--- src/rtl/tile_shift_pkg.sv ---
// Package: shared sizes for the tile background shifter.
// Assumes two bit planes and a power-of-two tile width.
package tile_shift_pkg;
    parameter int TILE_W  = 8;
    parameter int PLANES  = 2;
    localparam int SR_W   = 2 * TILE_W;
    localparam int FX_W   = $clog2(TILE_W);
    typedef logic [TILE_W-1:0] pat_byte_t;
    typedef logic [SR_W-1:0]   plane_sr_t;
    typedef logic [PLANES-1:0] pix_idx_t;
endpackage

--- src/rtl/tile_plane_shreg.sv ---
// Module: one bit plane's two-tile shift register.
// Shifts left once per enabled cycle. A load in the same cycle puts the new
// byte into the low half while the high half keeps the bits just shifted up.
// Assumes the byte has bit 7 as its leftmost pixel, so no reversal is needed.
module tile_plane_shreg
    import tile_shift_pkg::*;
(
    input  logic      clk,
    input  logic      rst_n,
    input  logic      pix_en,
    input  logic      load,
    input  pat_byte_t pat,
    output plane_sr_t sr
);
    // Register update: clear, hold, shift, or shift-and-reload.
    always_ff @(posedge clk) begin
        if (!rst_n)
            sr <= '0;
        else if (pix_en) begin
            if (load)
                sr <= {sr[SR_W-2:TILE_W-1], pat};
            else
                sr <= {sr[SR_W-2:0], 1'b0};
        end
    end

    assert_reset_clear_R1: assert property (@(posedge clk)
        !rst_n |=> sr == '0);
    assert_load_halves_R2: assert property (@(posedge clk) disable iff (!rst_n)
        (pix_en && load) |=> (sr[TILE_W-1:0] == $past(pat)) &&
                             (sr[SR_W-1:TILE_W] == $past(sr[SR_W-2:TILE_W-1])));
    assert_shift_left_R3: assert property (@(posedge clk) disable iff (!rst_n)
        (pix_en && !load) |=> (sr[SR_W-1:1] == $past(sr[SR_W-2:0])) && !sr[0]);
    assert_hold_idle_R7: assert property (@(posedge clk) disable iff (!rst_n)
        !pix_en |=> $stable(sr));
endmodule

--- src/rtl/tile_tap_sel.sv ---
// Module: scroll tap selector.
// Picks bit (SR_W-1-fine_x) from each plane register, which is purely
// combinational. Assumes the planes are given in pixel-index bit order.
module tile_tap_sel
    import tile_shift_pkg::*;
(
    input  plane_sr_t       planes [PLANES],
    input  logic [FX_W-1:0] fine_x,
    output pix_idx_t        tap
);
    localparam int TOP = SR_W - 1;
    logic [FX_W:0] pos;
    // Tap position: counted down from the top bit by the scroll amount.
    always_comb pos = (FX_W+1)'(TOP) - {1'b0, fine_x};

    for (genvar p = 0; p < PLANES; p++) begin : g_tap
        logic [FX_W:0] pos_ok;
        // Per-plane bit pick at the scroll position.
        always_comb begin
            pos_ok = pos;
            tap[p] = planes[p][pos_ok];
        end
    end
endmodule

--- src/rtl/tile_bg_shifter.sv ---
// Module: background pixel shifter, the top level.
// Two plane registers feed a scroll tap, and the tap is registered as the
// 2-bit pixel. Assumes the tile fetch logic raises load with pix_en on every
// eighth enabled cycle.
module tile_bg_shifter
    import tile_shift_pkg::*;
(
    input  logic            clk,
    input  logic            rst_n,
    input  logic            pix_en,
    input  logic            load,
    input  logic [7:0]      pat_lo,
    input  logic [7:0]      pat_hi,
    input  logic [2:0]      fine_x,
    output logic [1:0]      pixel
);
    pat_byte_t pats   [PLANES];
    plane_sr_t planes [PLANES];
    pix_idx_t  tap;

    // Byte routing: plane 0 takes the low pattern, plane 1 the high pattern.
    always_comb begin
        pats[0] = pat_lo;
        pats[1] = pat_hi;
    end

    for (genvar p = 0; p < PLANES; p++) begin : g_plane
        tile_plane_shreg u_sr (
            .clk    (clk),
            .rst_n  (rst_n),
            .pix_en (pix_en),
            .load   (load),
            .pat    (pats[p]),
            .sr     (planes[p])
        );
    end

    tile_tap_sel u_tap (
        .planes (planes),
        .fine_x (fine_x),
        .tap    (tap)
    );

    // Output stage: capture the tap on each enabled cycle.
    always_ff @(posedge clk) begin
        if (!rst_n)
            pixel <= '0;
        else if (pix_en)
            pixel <= tap;
    end

    assert_pixel_reset_R1: assert property (@(posedge clk)
        !rst_n |=> pixel == 2'b00);
    assert_pixel_tap_R4: assert property (@(posedge clk) disable iff (!rst_n)
        pix_en |=> pixel == {$past(planes[1][15 - fine_x]), $past(planes[0][15 - fine_x])});
    assert_pixel_hold_R7: assert property (@(posedge clk) disable iff (!rst_n)
        !pix_en |=> $stable(pixel));
endmodule

--- config.mk ---
export PLATFORM = sky130hd
export DESIGN_NAME = tile_bg_shifter
export DESIGN_NICKNAME = d
export VERILOG_FILES = /design/src/rtl/tile_shift_pkg.sv /design/src/rtl/tile_plane_shreg.sv /design/src/rtl/tile_tap_sel.sv /design/src/rtl/tile_bg_shifter.sv
export SDC_FILE = /design/constraint.sdc
export NUM_CORES = 1
export LEC_CHECK = 0
export ABC_AREA = 1
export ABC_CLOCK_PERIOD_IN_PS = 1300
export BUFFER_PORTS_ARGS = -buffer_cell sky130_fd_sc_hd__buf_2
export CORE_ASPECT_RATIO = 1.4
export CORE_UTILIZATION = 40
export CTS_BUF_LIST = sky130_fd_sc_hd__clkbuf_8
export DETAILED_ROUTE_END_ITERATION = 12
export PLACE_DENSITY = 0.56
export SYNTH_ARGS = -nofsm -noshare
export SYNTH_HDL_FRONTEND = slang
export SYNTH_SLANG_ARGS = --single-unit
--- constraint.sdc ---
create_clock -name clk -period 1.3 [get_ports clk]
set_input_delay 0.26 -clock clk [delete_from_list [all_inputs] [get_ports clk]]
set_output_delay 0.26 -clock clk [all_outputs]
set_load 0.03 [all_outputs]
## Word level (Yosys, flattened, before mapping)

Cells that the tools add are included.

| storage, ports and cells | value |
|---|---|
| register bits after elaboration | 34 |
| input port bits | 23 |
| output and inout port bits | 2 |
| logic and storage cells | 11 |

| cells by class | value |
|---|---|
| $add $sub $neg | 1 |
| magnitude comparators | 1 |
| mux-type cells | 6 |

Operator list:

| kind | count |
|---|---|
| two-way mux 8 bit | 2 |
| binary-select mux 1 bit (select 4 bit) | 2 |
| < comparator 4 x 5 -> 1 bit (second input constant) | 1 |
| subtractor 4 x 3 -> 4 bit (first input constant) | 1 |
| two-way mux 1 bit | 2 |

## Depth between registers and ports, before layout

Gate-level depths: netlist of the first run.

| logic depth | value |
|---|---|
| word-level depth | 3 |
| mapped depth | 7 |
| mapped depth without buffers | 6 |

## By module

A second synthesis of the first run with hierarchy kept.

| second synthesis, totals | value |
|---|---|
| cell total of the unflattened synthesis | 262 |
| area, all modules | 1639.1 um2 |

By module, submodules not included:

| module | times used | cells each | area an instance (um2) | seq. area each (um2) |
|---|---|---|---|---|
| tile_plane_shreg | 2 | 98 | 665.6 | 320.3 |
| tile_tap_sel | 1 | 54 | 230.2 | 0.0 |
| tile_bg_shifter | 1 | 12 | 77.6 | 40.0 |

## Worst setup path before layout of the first run

Ideal clock, no wire load.

| timing path | value |
|---|---|
| path type | input to register |
| start point | in pix_en |
| end point | reg g_plane[1].u_sr.sr[1] |
| setup time | 115 ps |
| data arrival time | 774 ps |
| data required time | 1185 ps |
| path slack | 411 ps |
| stages | 4 |
| path buffers | 2 |
| path through | buf_4 buf_6 o211ai_1 inv_2 |

RTL lines:

| item | RTL line | RTL |
|---|---|---|
| start: declaration | tile_bg_shifter.sv:10 | `input logic pix_en,` |
| end signal: assignment | tile_plane_shreg.sv:21 | `sr <= {sr[SR_W-2:TILE_W-1], pat};` |
| end signal: assignment | tile_plane_shreg.sv:23 | `sr <= {sr[SR_W-2:0], 1'b0};` |
| end: declaration | tile_plane_shreg.sv:13 | `output plane_sr_t sr` |

No word-level cell between the ends.

## Worst setup path after layout of the first run

| timing path | value |
|---|---|
| start point | reg pixel[0] |
| end point | out pixel[0] |

RTL lines:

| item | RTL line | RTL |
|---|---|---|
| start: declaration | tile_bg_shifter.sv:15 | `output logic [1:0] pixel` |
| start signal: assignment | tile_bg_shifter.sv:49 | `pixel <= tap;` |

No word-level cell between the ends.

==> out/qor.txt, run 1 <==
STATUS
--------------------------------------------------------------------------------------------
Run status                                                                      complete, no violations

DETAILED ROUTING
--------------------------------------------------------------------------------------------
Average vias per placed instance                                                        4.99
Count of routing violations after the opening detailed-route iteration                    44
Sum of routed wire length over all layers                                            3040 um
Routed Antenna Nets                                                                        0
Drt drc                                                                                    0
Wirelength per Cell                                                                  11.1 um
Pre-Repair DR Iteration Count                                                              4
Routed via count                                                                       1,366

PWR
--------------------------------------------------------------------------------------------
Leakage                                                                          0.000878 uW
Power per cell area                                                             1180 nW/um^2
Peak VDD IR                                                                         0.547 mV

PLACEMENT
--------------------------------------------------------------------------------------------
Gpl congestion                                                                         0.740
Placed instance area                                                               1800 um^2
Detail Placement HPWL                                                                2030 um
Count of input and output buffers                                                         24

STA
--------------------------------------------------------------------------------------------
Final Hold Vio Count                                                                       0
Final setup fails                                                                          0
Unrepaired setup endpoints after global routing                                        false
Share of the clock period used by the worst path                                       80.9%
Post-Route Skew                                                                   0.00468 ns
Worst-case headroom to the max-slew limit                                              78.1%
Peak clock frequency supported by timing                                             950 MHz
Post-route setup TNS                                                                    0 ns
Actual slew at the worst max-slew pin                                               0.329 ns
Worst hold slack                                                                    0.243 ns
Post-route minimum period                                                            1.05 ns
Final slew viol count                                                                      0

YOSYS
--------------------------------------------------------------------------------------------
Sequential cell area fraction in the yosys report                                      39.6%
Basic-gate share of the synthesized area counting and, or, nand and nor cells          23.3%
Yosys warning total                                                                        0
Number of synthesized flops with an enable pin                                             0
Dominant cell type by area after synthesis                                           dfxtp_1
Number of cells produced by synthesis                                                    212
Portion of synthesized cell area occupied by the leading cell type                     39.6%
Cell area after synthesis                                                          1720 um^2
Top-count cell post-synth                                                            nand2_1
Main combinational cell family by area after synthesis                          simple AND/OR/NAND/NOR gates
Xor/xnor cell area share of the yosys netlist                                             0%
Synth Area in Compound Gates                                                           21.1%
Mean Syn Cell Area                                                                 8.10 um^2
Async set or reset register ratio after synthesis                                         0%
Top area cells in the synthesized netlist                                       dfxtp_1 (40%), o211ai_2 (8.7%), nand2_1 (7.9%)
Portion of netlist area occupied by mux cells                                             0%
Number of unique standard cell types used by synthesis                                    18
Prevailing post-synth register cell                                                  dfxtp_1
Count of state elements after synthesis                                                   34
Adder-cell area share of the yosys netlist                                                0%
Post-synth net total                                                                     235
Most used standard cells in the synthesized netlist                             nand2_1 (36), dfxtp_1 (34), a21oi_1 (18), inv_1 (18), nand3_1 (18)

CLOCK TREE
--------------------------------------------------------------------------------------------
Clock latency reported for the late side of the worst-skew pair                      0.28 ns
Postcts setup bufs                                                                         0
Num CTS Buffers                                                                            5
Number of levels in the clock H-tree                                                       2
Count of hold-fix buffers inserted at cts                                                  0
Clock slew at the register clock pins of the worst setup and hold paths              0.07 ns
Post_cts resized                                                                           0
Number of sinks on the clock net                                                          34
CTS tree                                                                                done
Buffers from clock root to sink, at most                                                   2
Cell chosen for the clock root                                                      clkbuf_8

GLOBAL ROUTE
--------------------------------------------------------------------------------------------
GRT Util Overall                                                                       14.9%
Antenna violations before repair                                                           0
Grt total ovfl                                                                             0
Global-route wire length before repair                                               5330 um
Largest net degree at the start of global routing                                         64
Number of global-route vias before repair                                              1,279

WORST SETUP PATH
--------------------------------------------------------------------------------------------
Number of buffer and inverter stages on the critical path                                  1
Critical path class                                                                  reg2out
Arrival time at the worst endpoint                                                   0.79 ns
Required arrival time at the worst endpoint                                          1.04 ns
Critical path cell sequence                                                            buf_2
Crit. End Element                                                               primary output
Crit-path max cell delay                                                             0.32 ns
Maximum fanout along the worst path                                                        2
Standard cell with the maximum stage delay on the critical path                      dfxtp_1
Family with the most delay on the worst path                                      flip-flops
Category of the worst setup path launch point                                      flip-flop

FLOORPLAN
--------------------------------------------------------------------------------------------
Effective utilization at floorplan                                                     42.7%
Total I/O pin count                                                                       25
Die area                                                                           4560 um^2
Floorplan core area                                                                4020 um^2
Die height                                                                           79.5 um
Horiz. Die Dim                                                                       57.4 um
Number of rows created at floorplan                                                       27

WORST HOLD PATH
--------------------------------------------------------------------------------------------
Hold/Removal Path Class                                                               in2reg

LAYOUT
--------------------------------------------------------------------------------------------
N_diodes                                                                                   0
Area Overhead vs Synth                                                                 9.54%
Post-route core utilization                                                            46.8%
Post-layout nets                                                                         254
Proportion of layout cells with a drive suffix above 1                                 37.7%
Post-Layout Inst Area                                                              1880 um^2

FLOW RUN
--------------------------------------------------------------------------------------------
Max capacitance violation total                                                            0

[cell families after synthesis]
logic type	after synthesis
buffers and inverters	50
and+or+nand+nor	76
DFF	34
AOI/OAI and AO/OA	52
[cell type report]
| class | count | area [um^2] |
|---|---|---|
| Clock buffer | 5 | 68.8 |
| Clock inverter | 2 | 10.0 |
| Fill cell | 415 | 2140 |
| Inverter | 36 | 145 |
| Multi-Input combinational cell | 128 | 763 |
| Sequential cell | 34 | 681 |
| Tap cell | 43 | 53.8 |
| Timing Repair Buffer | 26 | 160 |
[metal layers]
layer	up-vias	GRT usage [%]	routed length, um
met5	-	0	0
met3	4	4.54	98
met1	619	15.6	1360
li1	723	-	-
met2	20	27.0	1550
met4	0	6.59	37
[where the power goes]
group          internal [uW]  total (uW)  switching [uW]
clock network            359         727             368
logic                    138         341             203
registers               1110        1150            39.8
[state kept, by name (all words and copies together), names as in the netlist]
signal	cells
g_plane.u_sr.sr	32
pixel	2
[cells in the final DEF (no fill, tap or decap)]
cell type,instances
a21oi_1,18
a21oi_2,2
buf_12,2
buf_2,24
clkbuf_8,5
clkinv_2,2
dfxtp_1,34
inv_1,18
inv_2,16
inv_6,2
nand2_1,36
nand2_2,12
nand3_1,18
nand3_2,10
o211ai_1,2
o211ai_2,12
o21ai_0,2
o21ai_1,16
[path summary, 6_finish.rpt]
kind | start | end | slack (ns) | cells after the start
setup / recovery | pixel[0]$_SDFFE_PN0P_ | pixel[0] | 0.25 | 1
hold / removal | pat_hi[0] | g_plane[1].u_sr.sr[0]$_SDFFE_PN0P_ | 0.24 | 3
setup reg to reg | g_plane[0].u_sr.sr[12]$_SDFFE_PN0P_ | pixel[0]$_SDFFE_PN0P_ | 0.45 | 6
hold reg to reg | g_plane[1].u_sr.sr[0]$_SDFFE_PN0P_ | g_plane[1].u_sr.sr[0]$_SDFFE_PN0P_ | 0.47 | 2
[per-stage QoR]
| stage | power, uW | worst slack, ns | std cells |
|---|---|---|---|
| 2_1_floorplan | 1460 | 0.411 | 212 |
| 3_3_place_gp | 1520 | 0.211 | 267 |
| 3_5_place_dp | 1520 | 0.189 | 267 |
| 4_1_cts | 2270 | 0.230 | 274 |
| 5_1_grt | 2350 | 0.195 | 274 |
| 6_report | 2220 | 0.248 | 274 |
Power figures use the tool's default switching activity.
==> run 2: changes to the inputs <==
Settings changed: ABC_CLOCK_PERIOD_IN_PS 1300 to 1100.
Clock period 1.3 ns to 1.1 ns, I/O delays scaled along.
==> out/qor.txt, run 2 (synthesized netlist as in run 1, its figures left out) <==
CLOCK TREE
--------------------------------------------------------------------------------------
CTS tree                                                                          done   unchanged
Clock slew at the register clock pins of the worst setup and hold paths        0.06 ns   was 0.07 ns
Post_cts resized                                                                     0   unchanged
Count of hold-fix buffers inserted at cts                                            0   unchanged
Num CTS Buffers                                                                      5   unchanged
Cell chosen for the clock root                                                clkbuf_8   unchanged
Clock latency reported for the late side of the worst-skew pair                0.28 ns   about the same
Number of sinks on the clock net                                                    34   unchanged
Buffers from clock root to sink, at most                                             2   unchanged
Number of levels in the clock H-tree                                                 2   unchanged
Postcts setup bufs                                                                   0   unchanged

WORST SETUP PATH
--------------------------------------------------------------------------------------
Critical path cell sequence                                                      buf_2   unchanged
Crit. End Element                                                         primary output   unchanged
Required arrival time at the worst endpoint                                    0.88 ns   was 1.04 ns
Crit-path max cell delay                                                       0.32 ns   about the same
Arrival time at the worst endpoint                                             0.79 ns   about the same
Standard cell with the maximum stage delay on the critical path                dfxtp_1   unchanged
Maximum fanout along the worst path                                                  2   unchanged
Worst reg2reg endpoint                                                    pixel[0]$_SDFFE_PN0P_   unchanged
Worst Reg2Reg Path Length in Cells                                                   6   unchanged
Launching point of the worst reg2reg path                                 g_plane[0].u_sr.sr[12]$_SDFFE_PN0P_   unchanged
Category of the worst setup path launch point                                flip-flop   unchanged
Critical path class                                                            reg2out   unchanged
Family with the most delay on the worst path                                flip-flops   unchanged
Number of buffer and inverter stages on the critical path                            1   unchanged
Setup slack, reg-to-reg                                                        0.26 ns   was 0.45 ns

PWR
--------------------------------------------------------------------------------------
Fraction of power spent switching nets                                           26.9%   was 27.5%
Internal power                                                                 1910 uW   was 1610 uW
Leakage                                                                    0.000904 uW   was 0.000878 uW
Power per cell area                                                       1360 nW/um^2   was 1180 nW/um^2
Peak VDD IR                                                                   0.650 mV   was 0.547 mV
Flop pwr share                                                                   52.1%   was 51.9%
Total power of the final layout                                                2610 uW   was 2220 uW
Net switching power                                                             703 uW   was 610 uW
Combinational fraction of design power                                           16.2%   was 15.4%
Power share of the clock group                                                   31.7%   was 32.7%

STA
--------------------------------------------------------------------------------------
Unrepaired setup endpoints after global routing                                  false   unchanged
Final worst slack                                                            0.0878 ns   was 0.248 ns
Peak clock frequency supported by timing                                       988 MHz
Final Hold Vio Count                                                                 0   unchanged
Worst-case headroom to the max-slew limit                                        86.3%   was 78.1%
Final setup fails                                                                    0   unchanged
Post-route minimum period                                                      1.01 ns
Post-route setup TNS                                                              0 ns   unchanged
Share of the clock period used by the worst path                                 92.0%
Actual slew at the worst max-slew pin                                         0.206 ns   was 0.329 ns
Post-Route Skew                                                             0.00157 ns   was 0.00468 ns
Final slew viol count                                                                0   unchanged

LAYOUT
--------------------------------------------------------------------------------------
N_diodes                                                                             0   unchanged
Largest registers                                                         g_plane.u_sr.sr (32), pixel (2)   unchanged
Area Overhead vs Synth                                                           11.9%   was 9.54%
Post-layout nets                                                                   258   was 254
Max reg flops                                                                       32   unchanged
Highest-count cells in the layout ignoring fill and taps                  nand2_1 (36), dfxtp_1 (34), buf_2 (24)   unchanged
Register with the most flip-flops                                         g_plane.u_sr.sr   unchanged
Commonest non-fill, non-tap cell in the layout                                 nand2_1   unchanged
Proportion of layout cells with a drive suffix above 1                           37.9%   was 37.7%
Post-Layout Inst Area                                                        1920 um^2   was 1880 um^2

FLOORPLAN
--------------------------------------------------------------------------------------
Total I/O pin count                                                                 25   unchanged
Effective utilization at floorplan                                               42.7%   unchanged
Number of rows created at floorplan                                                 27   unchanged
Die area                                                                     4560 um^2   unchanged
Floorplan core area                                                          4020 um^2   unchanged
Die height                                                                     79.5 um   unchanged
Horiz. Die Dim                                                                 57.4 um   unchanged

DETAILED ROUTING
--------------------------------------------------------------------------------------
Routed Antenna Nets                                                                  0   unchanged
Drt drc                                                                              0   unchanged
Routed via count                                                                 1,367   was 1,366
Average vias per placed instance                                                  4.92   was 4.99
Wirelength per Cell                                                            11.0 um   was 11.1 um
Pre-Repair DR Iteration Count                                                        4   unchanged
Sum of routed wire length over all layers                                      3060 um   was 3040 um
Count of routing violations after the opening detailed-route iteration              50   was 44

WORST HOLD PATH
--------------------------------------------------------------------------------------
Hold path start                                                              pat_lo[0]   was pat_hi[0]
Hold/Removal Path Class                                                         in2reg   unchanged
Hold Path End                                                             g_plane[0].u_sr.sr[0]$_SDFFE_PN0P_   was g_plane[1].u_sr.sr[0]$_SDFFE_PN0P_
Number of instances on the worst hold path                                           3   unchanged

GLOBAL ROUTE
--------------------------------------------------------------------------------------
Antenna violations before repair                                                     0   unchanged
Global-route wire length before repair                                         5500 um   was 5330 um
Met1 track demand over resource                                                  16.5%   was 15.6%
Number of global-route vias before repair                                        1,274   was 1,279
Largest net degree at the start of global routing                                   39   was 64
Met2 track utilization from global routing                                       27.9%   was 27.0%
Most Crowded Layer GR                                                             met2   unchanged
GRT Util Overall                                                                 15.7%   was 14.9%
Met3 routing resource usage after global routing                                 4.86%   was 4.54%
Grt total ovfl                                                                       0   unchanged

PLACEMENT
--------------------------------------------------------------------------------------
Detail Placement HPWL                                                          2170 um   was 2030 um
Count of input and output buffers                                                   24   unchanged
Pre-CTS setup slack                                                           0.155 ns   was 0.189 ns
Gpl congestion                                                                   0.783   was 0.740
Placed instance area                                                         1850 um^2   was 1800 um^2

STATUS
--------------------------------------------------------------------------------------
Run status                                                                complete, no violations   unchanged

FLOW RUN
--------------------------------------------------------------------------------------
Max capacitance violation total                                                      0   unchanged

[run 2: cell count changes in the layout (fill, tap and decap cells not counted), sizes merged]
cell and change:
buf +4, clkinv -2, inv +2
[run 2: area by class of cell]
type	instances	area, um^2
tap	43	53.8
timing repair buffer	30	203
fill	415	2100
inverter	36	145
sequential	34	681
clock buffer	5	68.8
multi-input combinational	128	763
clock inverter	2	7.51
[run 2: layer usage]
metal	part of all wire, %	up-vias
met1	44	608
met4	1.1	0
li1	-	731
met3	3.9	4
met5	0	-
met2	51	24
[run 2: power groups by stage]
stage          combinational (uW)  sequential [uW]  clock (uW)
5_1_grt                       481             1370         918
2_1_floorplan                 329             1390           0
4_1_cts                       431             1360         871
3_3_place_gp                  428             1390           0
3_5_place_dp                  429             1390           0
6_report                      423             1360         829
[run 2: how the worst max path moves through the flow]
stage          slack, ns  cells past startpoint                                  to                  start
6_report            0.09                      1                            pixel[0]  pixel[0]$_SDFFE_PN0P_
5_1_grt             0.05                      1                            pixel[1]  pixel[1]$_SDFFE_PN0P_
4_1_cts             0.07                      1                            pixel[0]  pixel[0]$_SDFFE_PN0P_
3_5_place_dp        0.16                      7               pixel[0]$_SDFFE_PN0P_              fine_x[0]
3_3_place_gp        0.15                      7               pixel[0]$_SDFFE_PN0P_              fine_x[0]
2_1_floorplan       0.25                      4  g_plane[1].u_sr.sr[1]$_SDFFE_PN0P_                 pix_en
[run 2: stage by stage]
| stage | hold WS [ns] | utilization, % | std cells |
|---|---|---|---|
| floorplan | 0.358 | - | 212 |
| global placement | 0.466 | 45.9 | 271 |
| detailed placement | 0.461 | 45.9 | 271 |
| CTS | 0.182 | 47.8 | 278 |
| global route | 0.187 | 47.8 | 278 |
| finish | 0.196 | 47.8 | 278 |
[run 2: tightest hold or removal path: stages]
cell and delay (ns):
buf_2 0.09, nand3_1 0.06, a21oi_1 0.05
==> run 3: changes to the inputs <==
Settings changed: PLACE_DENSITY 0.56 to 0.57, SYNTH_HIERARCHICAL set to 1.
==> out/qor.txt, run 3 <==
FLOORPLAN
--------------------------------------------------------------------------------------
Total I/O pin count                                                                 25   unchanged
Floorplan core area                                                          3920 um^2   was 4020 um^2
Die height                                                                     77.7 um   was 79.5 um
Die area                                                                     4360 um^2   was 4560 um^2
Number of rows created at floorplan                                                 27   unchanged
Effective utilization at floorplan                                               41.8%   was 42.7%
Horiz. Die Dim                                                                 56.1 um   was 57.4 um

STA
--------------------------------------------------------------------------------------
Final setup fails                                                                    0   unchanged
Final slew viol count                                                                0   unchanged
Unrepaired setup endpoints after global routing                                  false   unchanged
Post-Route Skew                                                             0.00393 ns   was 0.00157 ns
Post-route setup TNS                                                              0 ns   unchanged
Share of the clock period used by the worst path                                 93.4%   was 92.0%
Post-route minimum period                                                      1.03 ns   was 1.01 ns
Worst-case headroom to the max-slew limit                                        78.0%   was 86.3%
Worst hold slack                                                              0.182 ns   was 0.196 ns
Actual slew at the worst max-slew pin                                         0.329 ns   was 0.206 ns
Final Hold Vio Count                                                                 0   unchanged
Peak clock frequency supported by timing                                       973 MHz   was 988 MHz

PWR
--------------------------------------------------------------------------------------
Combinational fraction of design power                                           13.6%   was 16.2%
Power share of the clock group                                                   39.2%   was 31.7%
Peak VDD IR                                                                    1.33 mV   was 0.650 mV
Fraction of power spent switching nets                                           25.9%   was 26.9%
Internal power                                                                 2140 uW   was 1910 uW
Net switching power                                                             751 uW   was 703 uW
Power per cell area                                                       1510 nW/um^2   was 1360 nW/um^2
Total power of the final layout                                                2890 uW   was 2610 uW
Leakage                                                                     0.00105 uW   was 0.000904 uW
Flop pwr share                                                                   47.1%   was 52.1%

GLOBAL ROUTE
--------------------------------------------------------------------------------------
Most Crowded Layer GR                                                             met2   unchanged
Largest net degree at the start of global routing                                   19   was 39
Number of global-route vias before repair                                        1,460   was 1,274
GRT Util Overall                                                                 17.1%   was 15.7%
Global-route wire length before repair                                         5890 um   was 5500 um
Antenna violations before repair                                                     0   unchanged
Grt total ovfl                                                                       0   unchanged
Met3 routing resource usage after global routing                                 4.00%   was 4.86%
Met1 track demand over resource                                                  18.3%   was 16.5%
Met2 track utilization from global routing                                       30.6%   was 27.9%

CLOCK TREE
--------------------------------------------------------------------------------------
Number of sinks on the clock net                                                    34   unchanged
Postcts setup bufs                                                                   0   unchanged
Clock slew at the register clock pins of the worst setup and hold paths        0.07 ns   was 0.06 ns
Num CTS Buffers                                                                      5   unchanged
Buffers from clock root to sink, at most                                             2   unchanged
Cell chosen for the clock root                                                clkbuf_8   unchanged
Count of hold-fix buffers inserted at cts                                            0   unchanged
CTS tree                                                                          done   unchanged
Clock latency reported for the late side of the worst-skew pair                0.29 ns   was 0.28 ns
Number of levels in the clock H-tree                                                 2   unchanged

WORST SETUP PATH
--------------------------------------------------------------------------------------
Standard cell with the maximum stage delay on the critical path                dfxtp_1   unchanged
Family with the most delay on the worst path                                flip-flops   unchanged
Worst reg2reg endpoint                                                    pixel[1]$_SDFFE_PN0P_   was pixel[0]$_SDFFE_PN0P_
Crit. End Element                                                         primary output   unchanged
Critical path class                                                            reg2out   unchanged
Worst Reg2Reg Path Length in Cells                                                  10   was 6
Category of the worst setup path launch point                                flip-flop   unchanged
Maximum fanout along the worst path                                                  2   unchanged
Crit-path max cell delay                                                       0.33 ns   was 0.32 ns
Arrival time at the worst endpoint                                             0.81 ns   was 0.79 ns
Setup slack, reg-to-reg                                                        0.16 ns   was 0.26 ns
Required arrival time at the worst endpoint                                    0.88 ns   about the same
Number of buffer and inverter stages on the critical path                            1   unchanged
Launching point of the worst reg2reg path                                 g_plane[1].u_sr/sr[8]$_SDFFE_PN0P_   was g_plane[0].u_sr.sr[12]$_SDFFE_PN0P_
Critical path cell sequence                                                      buf_2   unchanged
Launch point of the critical path                                         pixel[0]$_SDFFE_PN0P_   unchanged

LAYOUT
--------------------------------------------------------------------------------------
Commonest non-fill, non-tap cell in the layout                                 nand2_1   unchanged
Register with the most flip-flops                                         g_plane.u_sr/sr   was g_plane.u_sr.sr
Fill cell total of the finished layout                                             455   was 415
Max reg flops                                                                       32   unchanged
Area Overhead vs Synth                                                           17.3%   was 11.9%
Highest-count cells in the layout ignoring fill and taps                  nand2_1 (70), nor2_1 (66), dfxtp_1 (33)   was nand2_1 (36), dfxtp_1 (34), buf_2 (24)
Largest registers                                                         g_plane.u_sr/sr (32), pixel (2)   was g_plane.u_sr.sr (32), pixel (2)
Finished Layout Cells                                                              337   was 278
Post-Layout Inst Area                                                        1920 um^2   unchanged
Post-layout nets                                                                   316   was 258
N_diodes                                                                             0   unchanged
Proportion of layout cells with a drive suffix above 1                           17.7%   was 37.9%

YOSYS
--------------------------------------------------------------------------------------
Most used standard cells in the synthesized netlist                       nand2_1 (70), nor2_1 (66), dfxtp_1 (34)   was nand2_1 (36), dfxtp_1 (34), a21oi_1 (18), inv_1 (18), nand3_1 (18)
Number of unique standard cell types used by synthesis                              13   was 18
Yosys warning total                                                                  6   was 0
Async set or reset register ratio after synthesis                                   0%   unchanged
Top-count cell post-synth                                                      nand2_1   unchanged
Mean Syn Cell Area                                                           6.26 um^2   was 8.10 um^2
Number of synthesized flops with an enable pin                                       0   unchanged
Top area cells in the synthesized netlist                                 dfxtp_1 (42%), nand2_1 (16%), nor2_1 (15%)   was dfxtp_1 (40%), o211ai_2 (8.7%), nand2_1 (7.9%)
Prevailing post-synth register cell                                            dfxtp_1   unchanged
Sequential cell area fraction in the yosys report                                41.5%   was 39.6%
Cell area after synthesis                                                    1640 um^2   was 1720 um^2
Portion of synthesized cell area occupied by the leading cell type               41.5%   was 39.6%
Number of cells produced by synthesis                                              262   was 212
Post-synth net total                                                               285   was 235
Dominant cell type by area after synthesis                                     dfxtp_1   unchanged
Count of state elements after synthesis                                             34   unchanged

WORST HOLD PATH
--------------------------------------------------------------------------------------
Hold Path End                                                             g_plane[0].u_sr/sr[0]$_SDFFE_PN0P_   was g_plane[0].u_sr.sr[0]$_SDFFE_PN0P_
Number of instances on the worst hold path                                           3   unchanged
Hold path start                                                              pat_lo[0]   unchanged
Hold/Removal Path Class                                                         in2reg   unchanged

DETAILED ROUTING
--------------------------------------------------------------------------------------
Drt drc                                                                              0   unchanged
Sum of routed wire length over all layers                                      3340 um   was 3060 um
Pre-Repair DR Iteration Count                                                        4   unchanged
Average vias per placed instance                                                  4.55   was 4.92
Routed via count                                                                 1,534   was 1,367
Routed Antenna Nets                                                                  0   unchanged
Count of routing violations after the opening detailed-route iteration              75   was 50
Wirelength per Cell                                                            9.92 um   was 11.0 um

FLOW RUN
--------------------------------------------------------------------------------------
Max capacitance violation total                                                      0   unchanged

PLACEMENT
--------------------------------------------------------------------------------------
Count of input and output buffers                                                   24   unchanged
Gpl congestion                                                                   0.790   was 0.783
Detail Placement HPWL                                                          2360 um   was 2170 um
Placed instance area                                                         1810 um^2   was 1850 um^2
Placed cells                                                                       329   was 271

STATUS
--------------------------------------------------------------------------------------
Run status                                                                complete, no violations   unchanged

-- run 3: timing repair --
| item | in CTS | in global routing |
|---|---|---|
| resized for setup | 0 | 1 |
| endpoints found under the setup margin | 0 | 1 |
| endpoints found under the hold margin | 0 | 0 |
-- run 3: worst max path at each step --
stage	endpoint	slack, ns	depth (start not counted)
6_report	pixel[0]	0.07	1
5_1_grt	pixel[1]$_SDFFE_PN0P_	0.009	10
4_1_cts	pixel[0]	0.05	1
3_5_place_dp	g_plane[0].u_sr/sr[3]$_SDFFE_PN0P_	0.03	6
3_3_place_gp	pixel[1]$_SDFFE_PN0P_	0.03	11
2_1_floorplan	pixel[0]$_SDFFE_PN0P_	0.21	11
-- run 3: tightest hold or removal path, stage by stage --
cell	delay, ns
buf_2	0.08
a21oi_1	0.05
nor2_1	0.08
-- run 3: final cells by class --
cell class	count	area, um^2	area share, %
Clock buffer	5	68.8	3.58
Clock inverter	3	40.0	2.08
Inverter	41	159	8.27
Multi-Input combinational cell	180	733	38.2
Sequential cell	34	682	35.5
Tap cell	43	53.8	2.80
Timing Repair Buffer	31	185	9.64
-- run 3: power groups by stage --
| stage | clock, uW | combinational (uW) | sequential [uW] |
|---|---|---|---|
| 2_1_floorplan | 0 | 276 | 1390 |
| 5_1_grt | 1220 | 460 | 1370 |
| 3_3_place_gp | 0 | 398 | 1390 |
| 3_5_place_dp | 0 | 400 | 1390 |
| 6_report | 1140 | 395 | 1360 |
| 4_1_cts | 1180 | 402 | 1360 |
-- run 3: per-stage QoR --
stage / setup WS, ns / util (%)
finish: 0.0721 / 49.0
floorplan: 0.206 / -
detailed placement: 0.0333 / 46.2
CTS: 0.0542 / 49.0
global route: 0.00917 / 49.0
global placement: 0.0324 / 46.2
-- run 3: cell families after synthesis --
logic type      after synthesis  share of synthesized area (%)
compound gates               20                           6.11
buf+inv                      48                           13.7
flops                        34                           41.5
simple gates                160                           38.6
-- run 3: routing by layer --
layer | routed length [um] | up-vias
met3 | 89 | 5
met5 | 0 | -
met1 | 1540 | 663
li1 | - | 844
met4 | 75 | 0
met2 | 1640 | 22
